**config.mk**
```make
export PLATFORM = sky130hd
export DESIGN_NAME = stack_wir_top
export DESIGN_NICKNAME = d
export VERILOG_FILES = /design/src/rtl/stack_wir_pkg.sv /design/src/rtl/stack_wir_shift.sv /design/src/rtl/stack_wir_decode.sv /design/src/rtl/stack_wir_select.sv /design/src/rtl/stack_wir_top.sv
export SDC_FILE = /design/constraint.sdc
export NUM_CORES = 1
export LEC_CHECK = 0
export ABC_AREA = 0
export BUFFER_PORTS_ARGS = -buffer_cell sky130_fd_sc_hd__buf_2
export CORE_AREA = 2 2 39 41
export CTS_CLUSTER_SIZE = 25
export DETAILED_ROUTE_END_ITERATION = 12
export DIE_AREA = 0 0 41 43
export PLACE_DENSITY_LB_ADDON = 0.05
export SLEW_MARGIN = 10
export SYNTH_ARGS = -nofsm -noshare
export SYNTH_HDL_FRONTEND = slang
export SYNTH_SLANG_ARGS = --single-unit
```
**constraint.sdc**
```tcl
create_clock -name clk -period 1.9 [get_ports clk]
set_clock_uncertainty 0.05 [all_clocks]
set_input_delay 0.38 -clock clk [delete_from_list [all_inputs] [get_ports clk]]
set_output_delay 0.38 -clock clk [all_outputs]
set_load 0.1 [all_outputs]
```
**src/rtl/stack_wir_pkg.sv**
```systemverilog
// Shared types for the stacked-die wrapper instruction logic.
// Assumes a 2-bit chain code visible at the block's ports.
package stack_wir_pkg;

    typedef enum logic [1:0] {
        CH_FUNC   = 2'b00,
        CH_BYPASS = 2'b01,
        CH_EXTEST = 2'b10,
        CH_INTEST = 2'b11
    } chain_e;

    typedef struct packed {
        logic   valid;
        chain_e chain;
        logic   par;
        logic   elev;
        logic   pre;
    } wir_dec_t;

endpackage

```
**src/rtl/stack_wir_shift.sv**
```systemverilog
// Instruction shift stage and active instruction register.
// Works only while sel_ir is high. Shift has priority over capture.
// The active register changes only on update, so decoded selects stay
// steady while bits are moving.
module stack_wir_shift #(
    parameter int          IR_W       = 5,
    parameter logic [IR_W-1:0] RESET_CODE = '0
) (
    input  logic            clk,
    input  logic            rst_n,
    input  logic            sel_ir,
    input  logic            shift_en,
    input  logic            capture_en,
    input  logic            update_en,
    input  logic            ser_in,
    output logic [IR_W-1:0] ir_q,
    output logic            ir_so
);

    logic [IR_W-1:0] sr_q;

    // Shift stage: serial load toward bit 0, or capture of the active code.
    always_ff @(posedge clk) begin
        if (!rst_n)
            sr_q <= RESET_CODE;
        else if (sel_ir && shift_en)
            sr_q <= {ser_in, sr_q[IR_W-1:1]};
        else if (sel_ir && capture_en)
            sr_q <= ir_q;
    end

    // Active instruction: takes the shift stage on update.
    always_ff @(posedge clk) begin
        if (!rst_n)
            ir_q <= RESET_CODE;
        else if (sel_ir && update_en)
            ir_q <= sr_q;
    end

    assign ir_so = sr_q[0];

    // the active instruction moves only after an update event.
    a_r3_ir_update_only: assert property (@(posedge clk) disable iff (!rst_n)
        !(sel_ir && update_en) |=> $stable(ir_q));

endmodule

```
**src/rtl/stack_wir_decode.sv**
```systemverilog
// Splits the active instruction into access, chain and direction fields
// and checks them against the pad bond state. Field positions are fixed
// (bit0 parallel, bit1 elevator, bits[3:2] type). Chain type codes are
// parameters. Bits above bit 3 must be zero.
module stack_wir_decode
    import stack_wir_pkg::*;
#(
    parameter int         IR_W      = 5,
    parameter logic [1:0] OP_BYPASS = 2'b01,
    parameter logic [1:0] OP_EXTEST = 2'b10,
    parameter logic [1:0] OP_INTEST = 2'b11
) (
    input  logic [IR_W-1:0] ir_q,
    input  logic            pad_prebond,
    output wir_dec_t        dec
);

    localparam int TYPE_LO = 2;
    localparam int TYPE_HI = 3;

    logic   upper_set;
    logic [1:0] op;
    chain_e raw_chain;
    logic   ok;

    generate
        if (IR_W > TYPE_HI + 1) begin : g_upper
            assign upper_set = |ir_q[IR_W-1:TYPE_HI+1];
        end else begin : g_no_upper
            assign upper_set = 1'b0;
        end
    endgenerate

    assign op = ir_q[TYPE_HI:TYPE_LO];

    // Chain type lookup from the parameterized type codes.
    always_comb begin
        if (op == OP_INTEST)      raw_chain = CH_INTEST;
        else if (op == OP_EXTEST) raw_chain = CH_EXTEST;
        else if (op == OP_BYPASS) raw_chain = CH_BYPASS;
        else                      raw_chain = CH_FUNC;
    end

    // Legality: defined type, clean upper bits, no pre-bond conflicts.
    always_comb begin
        ok = (raw_chain != CH_FUNC) && !upper_set &&
             !(pad_prebond && ((raw_chain == CH_EXTEST) || ir_q[1]));
        dec.valid = ok;
        dec.chain = ok ? raw_chain : CH_FUNC;
        dec.par   = ok && ir_q[0];
        dec.elev  = ok && ir_q[1];
        dec.pre   = ok && pad_prebond;
    end

endmodule

```
**src/rtl/stack_wir_select.sv**
```systemverilog
// Merges the decoded mode with the live wrapper controls into the mux
// selects. Purely combinational. An invalid mode yields all-zero selects.
module stack_wir_select
    import stack_wir_pkg::*;
(
    input  wir_dec_t   dec,
    input  logic       shift_en,
    input  logic       sel_ir,
    output logic [1:0] chain_sel,
    output logic       par_sel,
    output logic       ser_turn_sel,
    output logic       par_turn_sel,
    output logic       probe_sel,
    output logic       bnd_shift_sel,
    output logic       in_cell_sel,
    output logic       out_cell_sel,
    output logic       data_shift_en
);

    logic cell_mode;

    // Select generation from stored mode plus live controls.
    always_comb begin
        cell_mode     = dec.valid && ((dec.chain == CH_INTEST) || (dec.chain == CH_EXTEST));
        chain_sel     = dec.chain;
        in_cell_sel   = dec.valid && (dec.chain == CH_INTEST);
        out_cell_sel  = dec.valid && (dec.chain == CH_EXTEST);
        bnd_shift_sel = cell_mode && shift_en;
        par_sel       = dec.valid && dec.par;
        par_turn_sel  = dec.valid && !dec.elev;
        ser_turn_sel  = dec.valid && !dec.elev && !sel_ir;
        probe_sel     = dec.valid && dec.pre;
        data_shift_en = shift_en && !sel_ir;
    end

endmodule

```
**src/rtl/stack_wir_top.sv**
```systemverilog
// Top of the stacked-die wrapper instruction register and mode decoder.
// Assumes the wrapper controls are synchronous to clk and that the
// pre-bond pad input is static during a test.
module stack_wir_top
    import stack_wir_pkg::*;
#(
    parameter int         IR_W      = 5,
    parameter logic [1:0] OP_BYPASS = 2'b01,
    parameter logic [1:0] OP_EXTEST = 2'b10,
    parameter logic [1:0] OP_INTEST = 2'b11
) (
    input  logic       clk,
    input  logic       rst_n,
    input  logic       sel_ir,
    input  logic       shift_en,
    input  logic       capture_en,
    input  logic       update_en,
    input  logic       ser_in,
    input  logic       pad_prebond,
    output logic       ir_so,
    output logic       data_shift_en,
    output logic [1:0] chain_sel,
    output logic       par_sel,
    output logic       ser_turn_sel,
    output logic       par_turn_sel,
    output logic       probe_sel,
    output logic       bnd_shift_sel,
    output logic       in_cell_sel,
    output logic       out_cell_sel
);

    // Reset mode: bypass type, turn, serial.
    localparam logic [IR_W-1:0] RESET_CODE = IR_W'({OP_BYPASS, 2'b00});

    logic [IR_W-1:0] ir_q;
    wir_dec_t        dec;

    stack_wir_shift #(.IR_W(IR_W), .RESET_CODE(RESET_CODE)) u_shift (
        .clk        (clk),
        .rst_n      (rst_n),
        .sel_ir     (sel_ir),
        .shift_en   (shift_en),
        .capture_en (capture_en),
        .update_en  (update_en),
        .ser_in     (ser_in),
        .ir_q       (ir_q),
        .ir_so      (ir_so)
    );

    stack_wir_decode #(
        .IR_W(IR_W), .OP_BYPASS(OP_BYPASS), .OP_EXTEST(OP_EXTEST), .OP_INTEST(OP_INTEST)
    ) u_decode (
        .ir_q        (ir_q),
        .pad_prebond (pad_prebond),
        .dec         (dec)
    );

    stack_wir_select u_select (
        .dec           (dec),
        .shift_en      (shift_en),
        .sel_ir        (sel_ir),
        .chain_sel     (chain_sel),
        .par_sel       (par_sel),
        .ser_turn_sel  (ser_turn_sel),
        .par_turn_sel  (par_turn_sel),
        .probe_sel     (probe_sel),
        .bnd_shift_sel (bnd_shift_sel),
        .in_cell_sel   (in_cell_sel),
        .out_cell_sel  (out_cell_sel),
        .data_shift_en (data_shift_en)
    );

    // the two boundary-cell selects are never both high.
    a_r5_cells_exclusive: assert property (@(posedge clk) disable iff (!rst_n)
        !(in_cell_sel && out_cell_sel));

    // loading an instruction always opens the rising serial path.
    a_r7_serial_rises_on_load: assert property (@(posedge clk) disable iff (!rst_n)
        sel_ir |-> !ser_turn_sel);

    // probe access never pairs with extest or elevator.
    a_r8_prebond_legal: assert property (@(posedge clk) disable iff (!rst_n)
        probe_sel |-> (!out_cell_sel && par_turn_sel));

    // bypass never shifts boundary cells.
    a_r6_bypass_no_cell_shift: assert property (@(posedge clk) disable iff (!rst_n)
        (chain_sel == 2'b01) |-> !bnd_shift_sel);

    // functional routing leaves every test select low.
    a_r10_functional_quiet: assert property (@(posedge clk) disable iff (!rst_n)
        (chain_sel == 2'b00) |-> !(par_sel || probe_sel || in_cell_sel || out_cell_sel ||
                                   bnd_shift_sel || par_turn_sel || ser_turn_sel));

endmodule

```
After elaboration in Yosys (flattened, before gate mapping)
Cells that the tools add are included.
- register bits: 10
- output and inout bits: 11
- eq/ne operators: 6
- muxes and demuxes: 6
- reductions and logical operators: 26
- operator list (kind ; count):
    1-bit logical AND ; 18
    2-bit equality test (second input constant) ; 5
    5-bit two-way mux ; 2
    2-bit two-way mux ; 3
    1-bit logical NOT ; 4
    2-bit nonzero test ; 2
    2-bit by 1-bit equality test with 1-bit output (second input constant) ; 1
    1-bit logical OR ; 2
    1-bit two-way mux ; 1

Logic depth before layout (Yosys ltp)
- word-level depth: 14
- mapped depth: 4
- gate-level depth less buffers: 3

Modules after synthesis
Synthesis repeated with hierarchy kept, for this count alone.
- cells, all modules: 72
- area, all modules: 595.6 um^2
- modules (own cells, without submodules) (module ; instances ; cells an instance ; area an instance (um^2) ; sequential area each (um^2)):
    stack_wir_shift ; 1 ; 48 ; 426.7 ; 200.2
    stack_wir_decode ; 1 ; 14 ; 92.6 ; 0.0
    stack_wir_select ; 1 ; 10 ; 76.3 ; 0.0

Least setup slack after synthesis
OpenSTA, ideal clock, no wires.
- path kind: in2out
- from: input sel_ir
- to: output ser_turn_sel
- arrival: 3394 ps
- slack: -1924 ps
- stages: 2
- buffers on the path: 1
- cell sequence: buf_4 > nor4_1
- longest elaborated chain between the ends: 2
- ends and longest elaborated chain (what ; line ; RTL):
    start, declared ; stack_wir_top.sv:14 ; input logic sel_ir,
    1-bit logical NOT ; stack_wir_select.sv:31 ; ser_turn_sel = dec.valid && !dec.elev && !sel_ir;
    1-bit logical AND ; stack_wir_select.sv:31 ;
    end, declared ; stack_wir_top.sv:24 ; output logic ser_turn_sel,
No other way between the ends.

Worst setup path in the final report
- from: register u_shift.ir_q[1]
- to: output in_cell_sel
- longest elaborated chain between the ends: 7
- ends and longest elaborated chain (what ; line ; RTL):
    start, declared ; stack_wir_shift.sv:16 ; output logic [IR_W-1:0] ir_q,
    start signal, assigned ; stack_wir_shift.sv:37 ; ir_q <= sr_q;
    1-bit logical OR (*) ; stack_wir_decode.sv:47 ; !(pad_prebond && ((raw_chain == CH_EXTEST) || ir_q[1]));
    1-bit logical AND (*) ; stack_wir_decode.sv:47 ;
    1-bit logical NOT (*) ; stack_wir_decode.sv:47 ;
    1-bit logical AND (*) ; stack_wir_decode.sv:46 ; ok = (raw_chain != CH_FUNC) && !upper_set &&
    2-bit two-way mux ; stack_wir_decode.sv:49 ; dec.chain = ok ? raw_chain : CH_FUNC;
    2-bit equality test ; stack_wir_select.sv:26 ; in_cell_sel = dec.valid && (dec.chain == CH_INTEST);
    1-bit logical AND (*) ; stack_wir_select.sv:26 ;
    end, declared ; stack_wir_top.sv:28 ; output logic in_cell_sel,
Mark *: on every way between the ends. The rest lies on a longest branch, timed or not.

==> impl_metrics.toml <==
[timing]
setup_ws_ps = 65.51
period_needed_ps = 1834
setup_viol = 0
fmaxAchievable_mhz = 545.1
maxSlewViolCount = 0
period_share_pct = 96.55
timing.hold.ws_ps = 298.0
slew_headroom_pct = 68.13
rsz0062_at_grt = "true"
worstMarginPinSlew_ps = 481.4
finalHoldViolations = 0

[grt]
grtUsageMet2_pct = 28.75
top_usage_layer = "met2"
antenna_found_initial = 0
grt_pass1_wl_um = 2201
grt.overflow.total = 0
grt_usage_pct = 18.02
use_met1_pct = 22.44
grt_use_met3_pct = 1.571
grt_pass1_vias = 489
grt_max_degree = 12

[drt]
vias_per_cell = 5.337
routed_wl_um = 1279
first_pass_iters = 4
ant_nets = 0
wl_per_cell_um = 12.30
drc = 0
drtIter0Drc = 13
vias = 555

[final_layout]
layout_commonest_cell = "nand2_1"
layout.nets = 98
mostFrequentLayoutCells = "nand2_1, buf_12, buf_2"
drive_above_1_share_pct = 48.86
stdcell_area_um2 = 928.4
antenna_cells = 0
multi_input_area_um2 = 411.6
seq_area_um2 = 203.9
n_fill_cell = 116
syn2layout_area_growth_pct = 67.12

[die]
rows = 14
boundaryPins = 19
core_area_um2 = 1384
initial_utilization_pct = 40.14
die_w_um = 41
fp.dieArea_um2 = 1763
die_h_um = 43

[setup_path]
worst_ep_arrival_time_ps = 1400
endpoint_kind = "output pin"
rr_startpoint = "u_shift.ir_q[1]"
start_kind = "flip-flop"
rrSetupSlack_ps = 740
critical_path_class = "flip-flop to output pin"
worstReg2RegEnd = "u_shift.sr_q[1]"
cp_max_fo = 7
critPathRequiredTime_ps = 1470
r2r_cells = 3

[flow_run]
max-cap-violations = 0

[cts]
numCtsBuffers = 3
htree_num_levels = 1
clock_latency_ps = 260
cts-root-buf = "clkbuf_4"
cts_tree = "done"
path_clk_slew_ps = 60
clkSinkCount = 10
ctsHoldBuffers = 0
clk_path_buf_depth = 2

[placed_design]
portBuffers = 18
dpl_cell_area_um2 = 903.4
gp_congestion = 0.7767
dp_hpwl_um = 1026
preCtsSetupSlack_ps = 206.9

[outcome]
status = "finished clean"

[pwr]
ir_worst_vdd_mv = 0.5547
power_density_nw_per_um2 = 659.0
p_leak_nw = 0.3844

[synth]
synth_warnings = 0
syn_nets = 76
syn_inst = 68
yosys_register_bits = 10
synth.avg_cell_area_um2 = 8.170
ys_seq_area_share_pct = 36.04
synth_cell_types = 24
synth_area_um2 = 555.5

[worst_hold_path]
min_to = "u_shift.ir_q[2]"
worstHoldStart = "rst_n"
hold_depth = 2
worstHoldPathType = "primary input to flip-flop"
## flip-flops by register name, indices dropped and copies added (netlist names)
name / flops
u_shift.sr_q: 5
u_shift.ir_q: 5
## where the power goes
group	switching [W]	leakage [nW]	internal (W)	total, W
Sequential	0.0000143	0.0827	0.000222	0.000236
Clock	0.0000669	0.0138	0.0000729	0.000140
Combinational	0.000152	0.288	0.0000837	0.000236
Total	0.000234	0.384	0.000378	0.000612
## how the worst max path moves through the flow
stage | from | depth (start not counted) | end
floorplan | u_shift.ir_q[3] | 3 | ser_turn_sel
global placement | pad_prebond | 5 | ser_turn_sel
detailed placement | pad_prebond | 5 | ser_turn_sel
CTS | u_shift.ir_q[2] | 3 | probe_sel
global route | u_shift.ir_q[3] | 4 | ser_turn_sel
finish | u_shift.ir_q[1] | 4 | in_cell_sel
## Yosys cell counts
master / n / share of area (%)
nor2_1: 1 / 0.68
nor3b_1: 2 / 2.7
a221o_1: 1 / 1.8
buf_6: 2 / 4.1
nor2_2: 2 / 2.3
a21oi_1: 8 / 7.2
mux2i_1: 2 / 3.6
nand2_1: 11 / 7.4
inv_1: 4 / 2.7
o21ai_2: 1 / 1.6
a21oi_2: 1 / 1.6
o211ai_1: 1 / 1.4
nand2b_1: 3 / 3.4
a22o_1: 2 / 3.2
o21ai_0: 2 / 1.8
o21ai_1: 1 / 0.90
nor4_1: 1 / 1.1
nor3_1: 2 / 1.8
and2_1: 2 / 2.3
buf_4: 1 / 1.4
nor2b_1: 2 / 2.3
nand3_1: 4 / 3.6
dfxtp_1: 10 / 36
a221oi_2: 2 / 5.4
## layer usage
metal | up-vias | routed length, µm | part of all wire (%)
met2 | 21 | 657 | 51
li1 | 281 | - | -
met5 | - | 0 | 0
met1 | 249 | 530 | 41
met3 | 4 | 66 | 5.2
met4 | 0 | 25 | 2.0
## logic make-up after synthesis
| logic type | after synthesis | synth area share, % |
|---|---|---|
| simple gates | 30 | 27.48 |
| compound gates | 19 | 24.78 |
| flops | 10 | 36.04 |
| buf+inv | 7 | 8.108 |
| mux | 2 | 3.604 |
## area by class of cell
class	count	share of cell area, %
Clock buffer	3	2.426
Tap cell	16	2.156
Multi-Input combinational cell	51	44.34
Timing Repair Buffer	20	27.49
Inverter	4	1.617
Sequential cell	10	21.97
## through the flow
| step | power (W) | std cells | TNS [ps] | utilization (%) |
|---|---|---|---|---|
| global route | 0.0006348 | 104 | -3.949 | 67.09 |
| CTS | 0.0006173 | 104 | 0 | 66.91 |
| global placement | 0.0004746 | 101 | 0 | 65.28 |
| floorplan | 0.0004027 | 68 | -584.0 | - |
| detailed placement | 0.0004768 | 101 | 0 | 65.28 |
| finish | 0.0006118 | 104 | 0 | 67.09 |
## what timing repair did
item | 4_1_cts | 5_1_grt
resized for setup | 0 | 2
endpoints found under the setup margin | 0 | 6
buffers inserted | 0 | 0
## critical path: stages, from the launching register on
cell and delay [ps]:
dfxtp_1 540, nand2b_4 210, a21oi_4 60, and2_4 170, buf_12 160
Power figures use the tool's default switching activity.
